==> src/rtl/mbx_attn_pkg.sv <==
package mbx_attn_pkg;
   localparam int NUM_FLAGS = 3;
   typedef enum logic [1:0] {
      FLG_EVT = 2'd0,
      FLG_S2H = 2'd1,
      FLG_H2S = 2'd2
   } flag_id_e;
   typedef struct packed {
      logic evt;
      logic s2h;
      logic h2s;
   } flags_t;
endpackage

==> src/rtl/mbx_attn_cell.sv <==
module mbx_attn_cell #(
   parameter bit SLV_SETS = 1'b1
) (
   input  logic clk,
   input  logic rst_n,
   input  logic host_wr,
   input  logic host_bit,
   input  logic slv_rd,
   input  logic slv_wr,
   input  logic slv_bit,
   output logic flag_q
);
   localparam bit ARM_VAL  = ~SLV_SETS;
   localparam bit SLV_VAL  = SLV_SETS;
   localparam bit HOST_VAL = ~SLV_SETS;

   logic armed_q;
   logic host_act;
   logic slv_act;
   logic flag_d;

   assign host_act = host_wr & host_bit;
   assign slv_act  = slv_wr & armed_q & (slv_bit == SLV_VAL);

   always_comb begin
      flag_d = flag_q;
      if (slv_act)
         flag_d = SLV_VAL;
      if (host_act)
         flag_d = HOST_VAL;
   end

   always_ff @(posedge clk) begin
      if (!rst_n) begin
         flag_q  <= 1'b0;
         armed_q <= 1'b0;
      end else begin
         flag_q <= flag_d;
         if (slv_wr)
            armed_q <= 1'b0;
         else if (slv_rd)
            armed_q <= (flag_q == ARM_VAL);
      end
   end
endmodule

==> src/rtl/mbx_attn_irq.sv <==
module mbx_attn_irq #(
   parameter bit REG_OUT = 1'b1
) (
   input  logic clk,
   input  logic rst_n,
   input  logic ie_wr,
   input  logic ie_wdata,
   input  logic src_evt,
   input  logic src_s2h,
   output logic ie_q,
   output logic irq
);
   logic req;

   always_ff @(posedge clk) begin
      if (!rst_n)
         ie_q <= 1'b0;
      else if (ie_wr)
         ie_q <= ie_wdata;
   end

   assign req = ie_q & (src_evt | src_s2h);

   generate
      if (REG_OUT) begin : g_reg
         logic irq_q;
         always_ff @(posedge clk) begin
            if (!rst_n)
               irq_q <= 1'b0;
            else
               irq_q <= req;
         end
         assign irq = irq_q;
      end else begin : g_comb
         assign irq = req;
      end
   endgenerate
endmodule

==> src/rtl/mbx_attn_flags.sv <==
module mbx_attn_flags
   import mbx_attn_pkg::*;
#(
   parameter int STAT_W  = 8,
   parameter int EVT_POS = 4,
   parameter int S2H_POS = 3,
   parameter int H2S_POS = 2
) (
   input  logic              clk,
   input  logic              rst_n,
   input  logic              host_wr,
   input  logic [STAT_W-1:0] host_wdata,
   output logic [STAT_W-1:0] host_rdata,
   input  logic              slv_rd,
   input  logic              slv_wr,
   input  logic [STAT_W-1:0] slv_wdata,
   output logic [STAT_W-1:0] slv_rdata,
   input  logic              ie_wr,
   input  logic              ie_wdata,
   output logic              ie_rdata,
   output logic              host_irq
);
   localparam int FLAG_POS [NUM_FLAGS] = '{EVT_POS, S2H_POS, H2S_POS};
   localparam bit SLV_SET  [NUM_FLAGS] = '{1'b1, 1'b1, 1'b0};

   generate
      if (EVT_POS >= STAT_W || S2H_POS >= STAT_W || H2S_POS >= STAT_W) begin : g_bad_pos
         $error("flag position outside status width");
      end
      if (EVT_POS == S2H_POS || EVT_POS == H2S_POS || S2H_POS == H2S_POS) begin : g_dup_pos
         $error("flag positions must differ");
      end
   endgenerate

   logic [NUM_FLAGS-1:0] flag_vec;
   flags_t               flags;
   logic [STAT_W-1:0]    status;

   generate
      for (genvar gi = 0; gi < NUM_FLAGS; gi++) begin : g_flag
         mbx_attn_cell #(.SLV_SETS(SLV_SET[gi])) u_cell (
            .clk      (clk),
            .rst_n    (rst_n),
            .host_wr  (host_wr),
            .host_bit (host_wdata[FLAG_POS[gi]]),
            .slv_rd   (slv_rd),
            .slv_wr   (slv_wr),
            .slv_bit  (slv_wdata[FLAG_POS[gi]]),
            .flag_q   (flag_vec[gi])
         );
      end
   endgenerate

   assign flags.evt = flag_vec[FLG_EVT];
   assign flags.s2h = flag_vec[FLG_S2H];
   assign flags.h2s = flag_vec[FLG_H2S];

   always_comb begin
      status          = '0;
      status[EVT_POS] = flags.evt;
      status[S2H_POS] = flags.s2h;
      status[H2S_POS] = flags.h2s;
   end

   assign host_rdata = status;
   assign slv_rdata  = status;

   mbx_attn_irq #(.REG_OUT(1'b1)) u_irq (
      .clk      (clk),
      .rst_n    (rst_n),
      .ie_wr    (ie_wr),
      .ie_wdata (ie_wdata),
      .src_evt  (flags.evt),
      .src_s2h  (flags.s2h),
      .ie_q     (ie_rdata),
      .irq      (host_irq)
   );
endmodule

==> config.mk <==
export PLATFORM = sky130hd
export DESIGN_NAME = mbx_attn_flags
export DESIGN_NICKNAME = d
export VERILOG_FILES = /design/src/rtl/mbx_attn_pkg.sv /design/src/rtl/mbx_attn_cell.sv /design/src/rtl/mbx_attn_irq.sv /design/src/rtl/mbx_attn_flags.sv
export SDC_FILE = /design/constraint.sdc
export NUM_CORES = 1
export LEC_CHECK = 0
export CAP_MARGIN = 20
export CORE_MARGIN = 3
export CORE_UTILIZATION = 32
export CTS_BUF_LIST = sky130_fd_sc_hd__clkbuf_8
export DETAILED_ROUTE_END_ITERATION = 10
export HOLD_SLACK_MARGIN = 0.12
export PLACE_DENSITY = 0.95
export SYNTH_ARGS = -nofsm -noshare
export SYNTH_HDL_FRONTEND = slang
export SYNTH_SLANG_ARGS = --single-unit
==> constraint.sdc <==
create_clock -name clk -period 1.5 [get_ports clk]
set_clock_uncertainty 0.05 [all_clocks]
set_input_delay 0.15 -clock clk [delete_from_list [all_inputs] [get_ports clk]]
set_output_delay 0.15 -clock clk [all_outputs]
set_load 0.02 [all_outputs]
==> metrics.txt, run 1 <==
# clock sinks=8; endpoint type of the worst setup path=output pin; clk slew on worst S/H paths=0.04 ns; vias per inst=4.29; Seq/Total Area, Yosys=38.3%; P&R area growth vs syn=42.5%; r2r startpoint=g_flag[1].u_cell.flag_q$_SDFFE_PP0P_; post-CTS setup buffer count=0; leakage power=0.294 nW; final period utilization=95.9%; n_diodes=0; hold_sp=u_irq.ie_q$_SDFFE_PN0P_; Switching Share=23.9%; Final HPWL DP=673 um; Setup crit start kind=register; Max Fanout on Critical Path=5; FILL cells=121; post-synthesis adder-cell area fraction=0%; crit-path max cell delay=0.63 ns; RR Endpoint=g_flag[1].u_cell.flag_q$_SDFFE_PP0P_; initial antenna violation count=0; initial DRC count=3; Worst path top cell family by delay=buffers and inverters; Hold Fails Final Rpt=0; PwrDens=980 nW/um^2; part of the power in the clock network=43.6%; post-synthesis compound-gate area fraction=14.4%; sequential group share of total power=39.1%; Pre-Repair DR Iteration Count=4; cell count after synthesis=45; worst slack, placed=0.272 ns; maximum clock rate=0.695 GHz; Post-Synthesis Cell Area=418 um^2; Die Area=1780 um^2; setup slack after layout=0.0621 ns; count of cell types in the netlist=17; core box area=1170 um^2; critical path type=register to output pin; Final #Nets=86; Max Slew Vio Count=0; cts hold-fix bufs=0; count of final setup violators=0; GR Util All Layers=9.33%; status=completed; Clock Tree Buf Depth=2; Fin Setup TNS=0 ns; # DRC=0; synth warn=0; Root Buffer=clkbuf_8; max-cap violation count=0; H-tree depth=1; clock tree from TritonCTS=built; WL final=824 um; Total Power=0.583 mW; Port Buffers=20; Peak VDD IR=0.000562 V; unrepaired setup endpoints after global routing=no; crit path cell chain=clkdlybuf4s50_1; main combinational cell family by area after synthesis=buffers and inverters; total CTS buffers=3; Crit path required time=1.30 ns; CP max-delay cell=clkdlybuf4s50_1; total grt overflow=0; first-pass GRT wire length=1160 um; Core Rows=12; clock latency on the worst-skew pair=0.22 ns; post-synthesis mux area share=4.79%; hold path endpoint=u_irq.irq$_SDFF_PN0_; largest net degree at the start of global routing=6; average size of a mapped cell=9.29 um^2; flop-to-flop setup slack=0.72 ns; cells on worst reg2reg path=2; crit path DAT=1.24 ns; Worst Hold Depth=1; placer congestion estimate=0.728; Post-Synth XOR/XNOR Area=0%; layout cell share with drive strength beyond 1=9.84%; #FFs+latches synth=8; Avg WL per Cell=11.0 um; Post-CTS Resized=0; hold crit path type=register to register; post-route minimum period=1.44 ns; Die Wd=42.1 um; Initial Util=35.7%; Internal Power=0.444 mW; vias in the first global route=286; # IOs=41; post-synthesis simple-gate area fraction=12.0%; Buf/Inv on CP=1; NetSw=0.139 mW; logic gate share of total power=17.3%; Die H=42.1 um; antenna-violating nets left=0; DR vias=322
-- per-stage QoR --
stage | cell area (um^2) | cells | hold WS (ns) | utilization (%)
floorplan | 452 | 54 | 0.189 | -
global placement | 549 | 72 | 0.400 | 46.9
detailed placement | 549 | 72 | 0.413 | 46.9
CTS | 591 | 75 | 0.418 | 50.4
global route | 596 | 75 | 0.436 | 50.9
finish | 596 | 75 | 0.414 | 50.9
-- cells in the final DEF (no fill, tap or decap) --
master / Yosys / final
clkdlybuf4s50_1: 0 / 18
conb_1: 1 / 10
dfxtp_1: 8 / 8
nor2_1: 3 / 3
clkbuf_8: 0 / 3
nand2b_1: 2 / 2
a31oi_1: 2 / 2
a211oi_1: 2 / 2
mux2i_1: 2 / 2
dlymetal6s2s_1: 0 / 2
nand2b_2: 1 / 1
a21oi_1: 1 / 1
inv_2: 1 / 1
a211oi_2: 1 / 1
and3b_1: 1 / 1
nand2_1: 1 / 1
nand3_1: 1 / 1
o21ai_1: 1 / 1
o211a_1: 1 / 1
-- cell type report --
cell class | count | area [um^2] | share of cell area, %
clock buffer | 3 | 41.3 | 6.93
inverter | 1 | 3.75 | 0.630
multi-input combinational | 29 | 168 | 28.2
sequential | 8 | 160 | 26.9
tap | 14 | 17.5 | 2.94
timing repair buffer | 20 | 205 | 34.5
-- sequential cells by signal, indices dropped and copies added, names as in the netlist --
name,count
g_flag.u_cell.armed_q,3
g_flag.u_cell.flag_q,3
u_irq.ie_q,1
u_irq.irq,1
-- synthesized netlist by cell type --
master | instances | area (um^2)
nand2b_2 | 1 | 8.76
a211oi_2 | 1 | 12.5
nand2_1 | 1 | 3.75
buf_4 | 16 | 120
nand2b_1 | 2 | 12.5
a211oi_1 | 2 | 15.0
a31oi_1 | 2 | 12.5
nor2_1 | 3 | 11.3
dfxtp_1 | 8 | 160
nand3_1 | 1 | 5.00
a21oi_1 | 1 | 5.00
o21ai_1 | 1 | 5.00
mux2i_1 | 2 | 20.0
conb_1 | 1 | 3.75
inv_2 | 1 | 3.75
o211a_1 | 1 | 10.0
and3b_1 | 1 | 8.76
-- how the worst max path moves through the flow --
| stage | start | end | slack, ns | depth (start not counted) |
|---|---|---|---|---|
| after floorplan | g_flag[0].u_cell.flag_q$_SDFFE_PP0P_ | g_flag[0].u_cell.flag_q$_SDFFE_PP0P_ | 0.77 | 2 |
| after global placement | g_flag[0].u_cell.flag_q$_SDFFE_PP0P_ | slv_rdata[4] | 0.28 | 1 |
| after detailed placement | g_flag[0].u_cell.flag_q$_SDFFE_PP0P_ | host_rdata[4] | 0.27 | 1 |
| after CTS | g_flag[0].u_cell.flag_q$_SDFFE_PP0P_ | host_rdata[4] | 0.03 | 1 |
| after global routing | g_flag[1].u_cell.flag_q$_SDFFE_PP0P_ | slv_rdata[3] | 0.02 | 1 |
| final | g_flag[1].u_cell.flag_q$_SDFFE_PP0P_ | slv_rdata[3] | 0.06 | 1 |
-- routing by layer --
| metal | part of all wire (%) | vias to the layer above | GRT usage, % |
|---|---|---|---|
| met3 | 11 | 4 | 4.72 |
| met4 | 3.8 | 0 | 9.32 |
| li1 | - | 159 | - |
| met1 | 34 | 139 | 7.73 |
| met5 | 0 | - | 0 |
| met2 | 51 | 20 | 15.4 |
-- logic make-up after synthesis --
family	Yosys count
buffers and inverters	17
multiplexers	2
AO/OA/AOI/OAI	8
other	1
AND/OR/NAND/NOR	9
flip-flops	8
-- power groups by stage --
| stage | sequential (mW) | combinational, mW | clock (mW) |
|---|---|---|---|
| 2_1_floorplan | 0.232 | 0.0734 | 0 |
| 3_3_place_gp | 0.231 | 0.0997 | 0 |
| 3_5_place_dp | 0.232 | 0.101 | 0 |
| 4_1_cts | 0.228 | 0.101 | 0.261 |
| 5_1_grt | 0.229 | 0.107 | 0.272 |
| 6_report | 0.228 | 0.101 | 0.255 |
Note: power is estimated with default switching activity, not from simulation.
==> inputs of run 2 (changes only) <==
--- a/config.mk
+++ b/config.mk
@@ -5,13 +5,14 @@
 export SDC_FILE = /design/constraint.sdc
 export NUM_CORES = 1
 export LEC_CHECK = 0
+export ABC_AREA = 1
 export CAP_MARGIN = 20
 export CORE_MARGIN = 3
 export CORE_UTILIZATION = 32
 export CTS_BUF_LIST = sky130_fd_sc_hd__clkbuf_8
 export DETAILED_ROUTE_END_ITERATION = 10
 export HOLD_SLACK_MARGIN = 0.12
-export PLACE_DENSITY = 0.95
+export PLACE_DENSITY = 0.87
 export SYNTH_ARGS = -nofsm -noshare
 export SYNTH_HDL_FRONTEND = slang
 export SYNTH_SLANG_ARGS = --single-unit
==> run 2 against run 1 <==
- global-route usage increased by 0.24 points
- routed wire length decreased by 5.3%
- worst hold slack got worse by 0.014 ns
- synthesized cell count increased by 27%
- register-to-register slack improved by 0.07 ns
- power increased by 0.48%
- cell count increased by 16%
- flip-flop and latch count unchanged
- largest power group unchanged
==> metrics.txt, run 2 <==
post-route minimum period=1.40 ns (-0.0345 ns); multi-input logic area=163 um^2 (-3.0%); status=completed; largest net degree at the start of global routing=6 (unchanged); Fin Setup TNS=0 ns (unchanged); GR Util All Layers=9.57% (+0.24 points); area post-placement=563 um^2 (+2.5%); Post-CTS Resized=0 (unchanged); core box area=1190 um^2 (+1.3%); clock latency on the worst-skew pair=0.23 ns (about the same); post-synthesis adder-cell area fraction=0% (unchanged); Final Cell Area=604 um^2 (+1.5%); initial DRC count=0 (-3); Initial Util=36.4% (+0.71 points); Final #Nets=98 (+14%); Switching Share=24.3% (+0.42 points); post-synthesis compound-gate area fraction=12.2% (-2.2 points); unrepaired setup endpoints after global routing=no; largest area contributor in the netlist=dfxtp_1; main combinational cell family by area after synthesis=buffers and inverters; Die H=42.7 um (+1.4%); Post-Synthesis Cell Area=432 um^2 (+3.3%); logic gate share of total power=17.5% (+0.2 points); clock tree from TritonCTS=built; hold crit path type=register to register; Clock Tree Buf Depth=2 (unchanged); DR vias=348 (+8.1%); first-pass GRT wire length=1150 um (-1.2%); layout cell share with drive strength beyond 1=9.59% (-0.25 points); post-synthesis simple-gate area fraction=16.8% (+4.8 points); part of the power in the clock network=43.8% (+0.2 points); Post-synth EDFFs=0 (unchanged); Setup crit start kind=register; # DRC=0 (unchanged); FILL cells=129 (+6.6%); sequential group share of total power=38.7% (-0.4 points); synth warn=0 (unchanged); Pre-Repair DR Iteration Count=1 (-3); most common cell after layout, fill and taps aside=clkdlybuf4s50_1; Internal Power=0.444 mW (about the same); Port Buffers=20 (unchanged); leading cell types in the layout, fill and taps excluded=clkdlybuf4s50_1 (20), nand2_1 (12), conb_1 (10); Peak VDD IR=0.000542 V (-3.6%); Buf/Inv on CP=1 (unchanged); total CTS buffers=3 (unchanged); endpoint type of the worst setup path=output pin; clk slew on worst S/H paths=0.04 ns (about the same); NetSw=0.142 mW (+2.2%); cts hold-fix bufs=0 (unchanged); vias per inst=4.00 (-6.8%); count of final setup violators=0 (unchanged); PwrDens=970 nW/um^2 (-0.98%); # IOs=41 (unchanged); Final HPWL DP=627 um (-6.9%); cell count after synthesis=57 (+27%); # clock sinks=8 (unchanged); crit path cell chain=clkdlybuf4s50_1; Seq/Total Area, Yosys=37.1% (-1.2 points); Worst path top cell family by delay=buffers and inverters; Regs by FF count=g_flag.u_cell.armed_q x3, g_flag.u_cell.flag_q x3; CP max-delay cell=clkdlybuf4s50_1; maximum clock rate=0.713 GHz (+2.5%); Yosys top cell area share=37.1% (-1.2 points); #FFs+latches synth=8 (unchanged); Max Fanout on Critical Path=4 (-1); post-synthesis mux area share=0% (-4.8 points); vias in the first global route=278 (-2.8%); top-count cell post-synth=buf_4; Die Wd=42.7 um (+1.4%); crit-path max cell delay=0.62 ns (about the same); Main synth FF type=dfxtp_1; Hold Fails Final Rpt=0 (unchanged); crit path DAT=1.20 ns (-0.04 ns); post-synthesis async set-or-reset flop share=0% (unchanged); Avg WL per Cell=8.97 um (-18%); post-CTS setup buffer count=0 (unchanged); count of cell types in the netlist=12 (-5); Root Buffer=clkbuf_8; placer congestion estimate=0.728 (unchanged); top cells by area, synth=dfxtp_1 (37%), buf_4 (28%), nand2_1 (10%); H-tree depth=1 (unchanged); P&R area growth vs syn=40.0%; antenna-violating nets left=0 (unchanged); Max Slew Vio Count=0 (unchanged); initial antenna violation count=0 (unchanged); max-cap violation count=0 (unchanged); Crit path required time=1.30 ns (about the same); n_diodes=0 (unchanged); final period utilization=93.6% (-2.3 points); Die Area=1830 um^2 (+2.8%); WL final=780 um (-5.3%); storage element area=160 um^2 (unchanged); Core Rows=12 (unchanged); leakage power=0.255 nW (-13%); critical path type=register to output pin; average size of a mapped cell=7.57 um^2 (-18%); total grt overflow=0 (unchanged); Post-Synth XOR/XNOR Area=0% (unchanged); list of most frequent post-synthesis cells=buf_4 (16), nand2_1 (12), dfxtp_1 (8)
-- run 2: logic make-up after synthesis --
group	count (synthesis)
other	1
AO/OA/AOI/OAI	9
buffers and inverters	22
flip-flops	8
AND/OR/NAND/NOR	17
-- run 2: final cells by class --
cell class / count / share of cell area (%)
Clock buffer: 3 / 6.83
Inverter: 6 / 3.73
Multi-Input combinational cell: 36 / 26.9
Sequential cell: 8 / 26.5
Tap cell: 14 / 2.90
Timing Repair Buffer: 20 / 33.1
-- run 2: metal layers --
layer | vias to the layer above | wire length [um] | part of all wire [%] | global-route usage [%]
met4 | 0 | 31 | 4.0 | 9.32
met2 | 23 | 331 | 42 | 11.4
met3 | 4 | 114 | 15 | 8.05
met5 | - | 0 | 0 | 0
li1 | 183 | - | - | -
met1 | 138 | 302 | 39 | 9.79
-- run 2: power groups by stage --
stage / clock network [mW] / registers, mW / logic [mW]
final: 0.257 / 0.227 / 0.103
after global routing: 0.285 / 0.228 / 0.110
after CTS: 0.272 / 0.227 / 0.102
after detailed placement: 0 / 0.230 / 0.102
after global placement: 0 / 0.230 / 0.102
after floorplan: 0 / 0.232 / 0.0749
-- run 2: path summary, 6_finish.rpt --
check | startpoint | end | slack, ns | depth (start not counted)
worst min register to register | u_irq.ie_q$_SDFFE_PN0P_ | u_irq.irq$_SDFF_PN0_ | 0.40 | 2
worst max-delay path | g_flag[2].u_cell.flag_q$_SDFFE_PN0P_ | host_rdata[2] | 0.1 | 1
worst max register to register | g_flag[0].u_cell.flag_q$_SDFFE_PP0P_ | g_flag[0].u_cell.armed_q$_SDFFE_PP0P_ | 0.79 | 3
worst min-delay path | u_irq.ie_q$_SDFFE_PN0P_ | u_irq.irq$_SDFF_PN0_ | 0.40 | 2
-- run 2: stage by stage --
stage / power (mW) / util [%] / setup WS [ns] / std cells / hold WS (ns)
after floorplan: 0.307 / - / 0.737 / 66 / 0.193
after global placement: 0.332 / 47.5 / 0.294 / 84 / 0.399
after detailed placement: 0.332 / 47.5 / 0.283 / 84 / 0.397
after CTS: 0.601 / 50.9 / 0.0759 / 87 / 0.399
after global routing: 0.623 / 50.9 / 0.0196 / 87 / 0.405
final: 0.586 / 50.9 / 0.0966 / 87 / 0.400
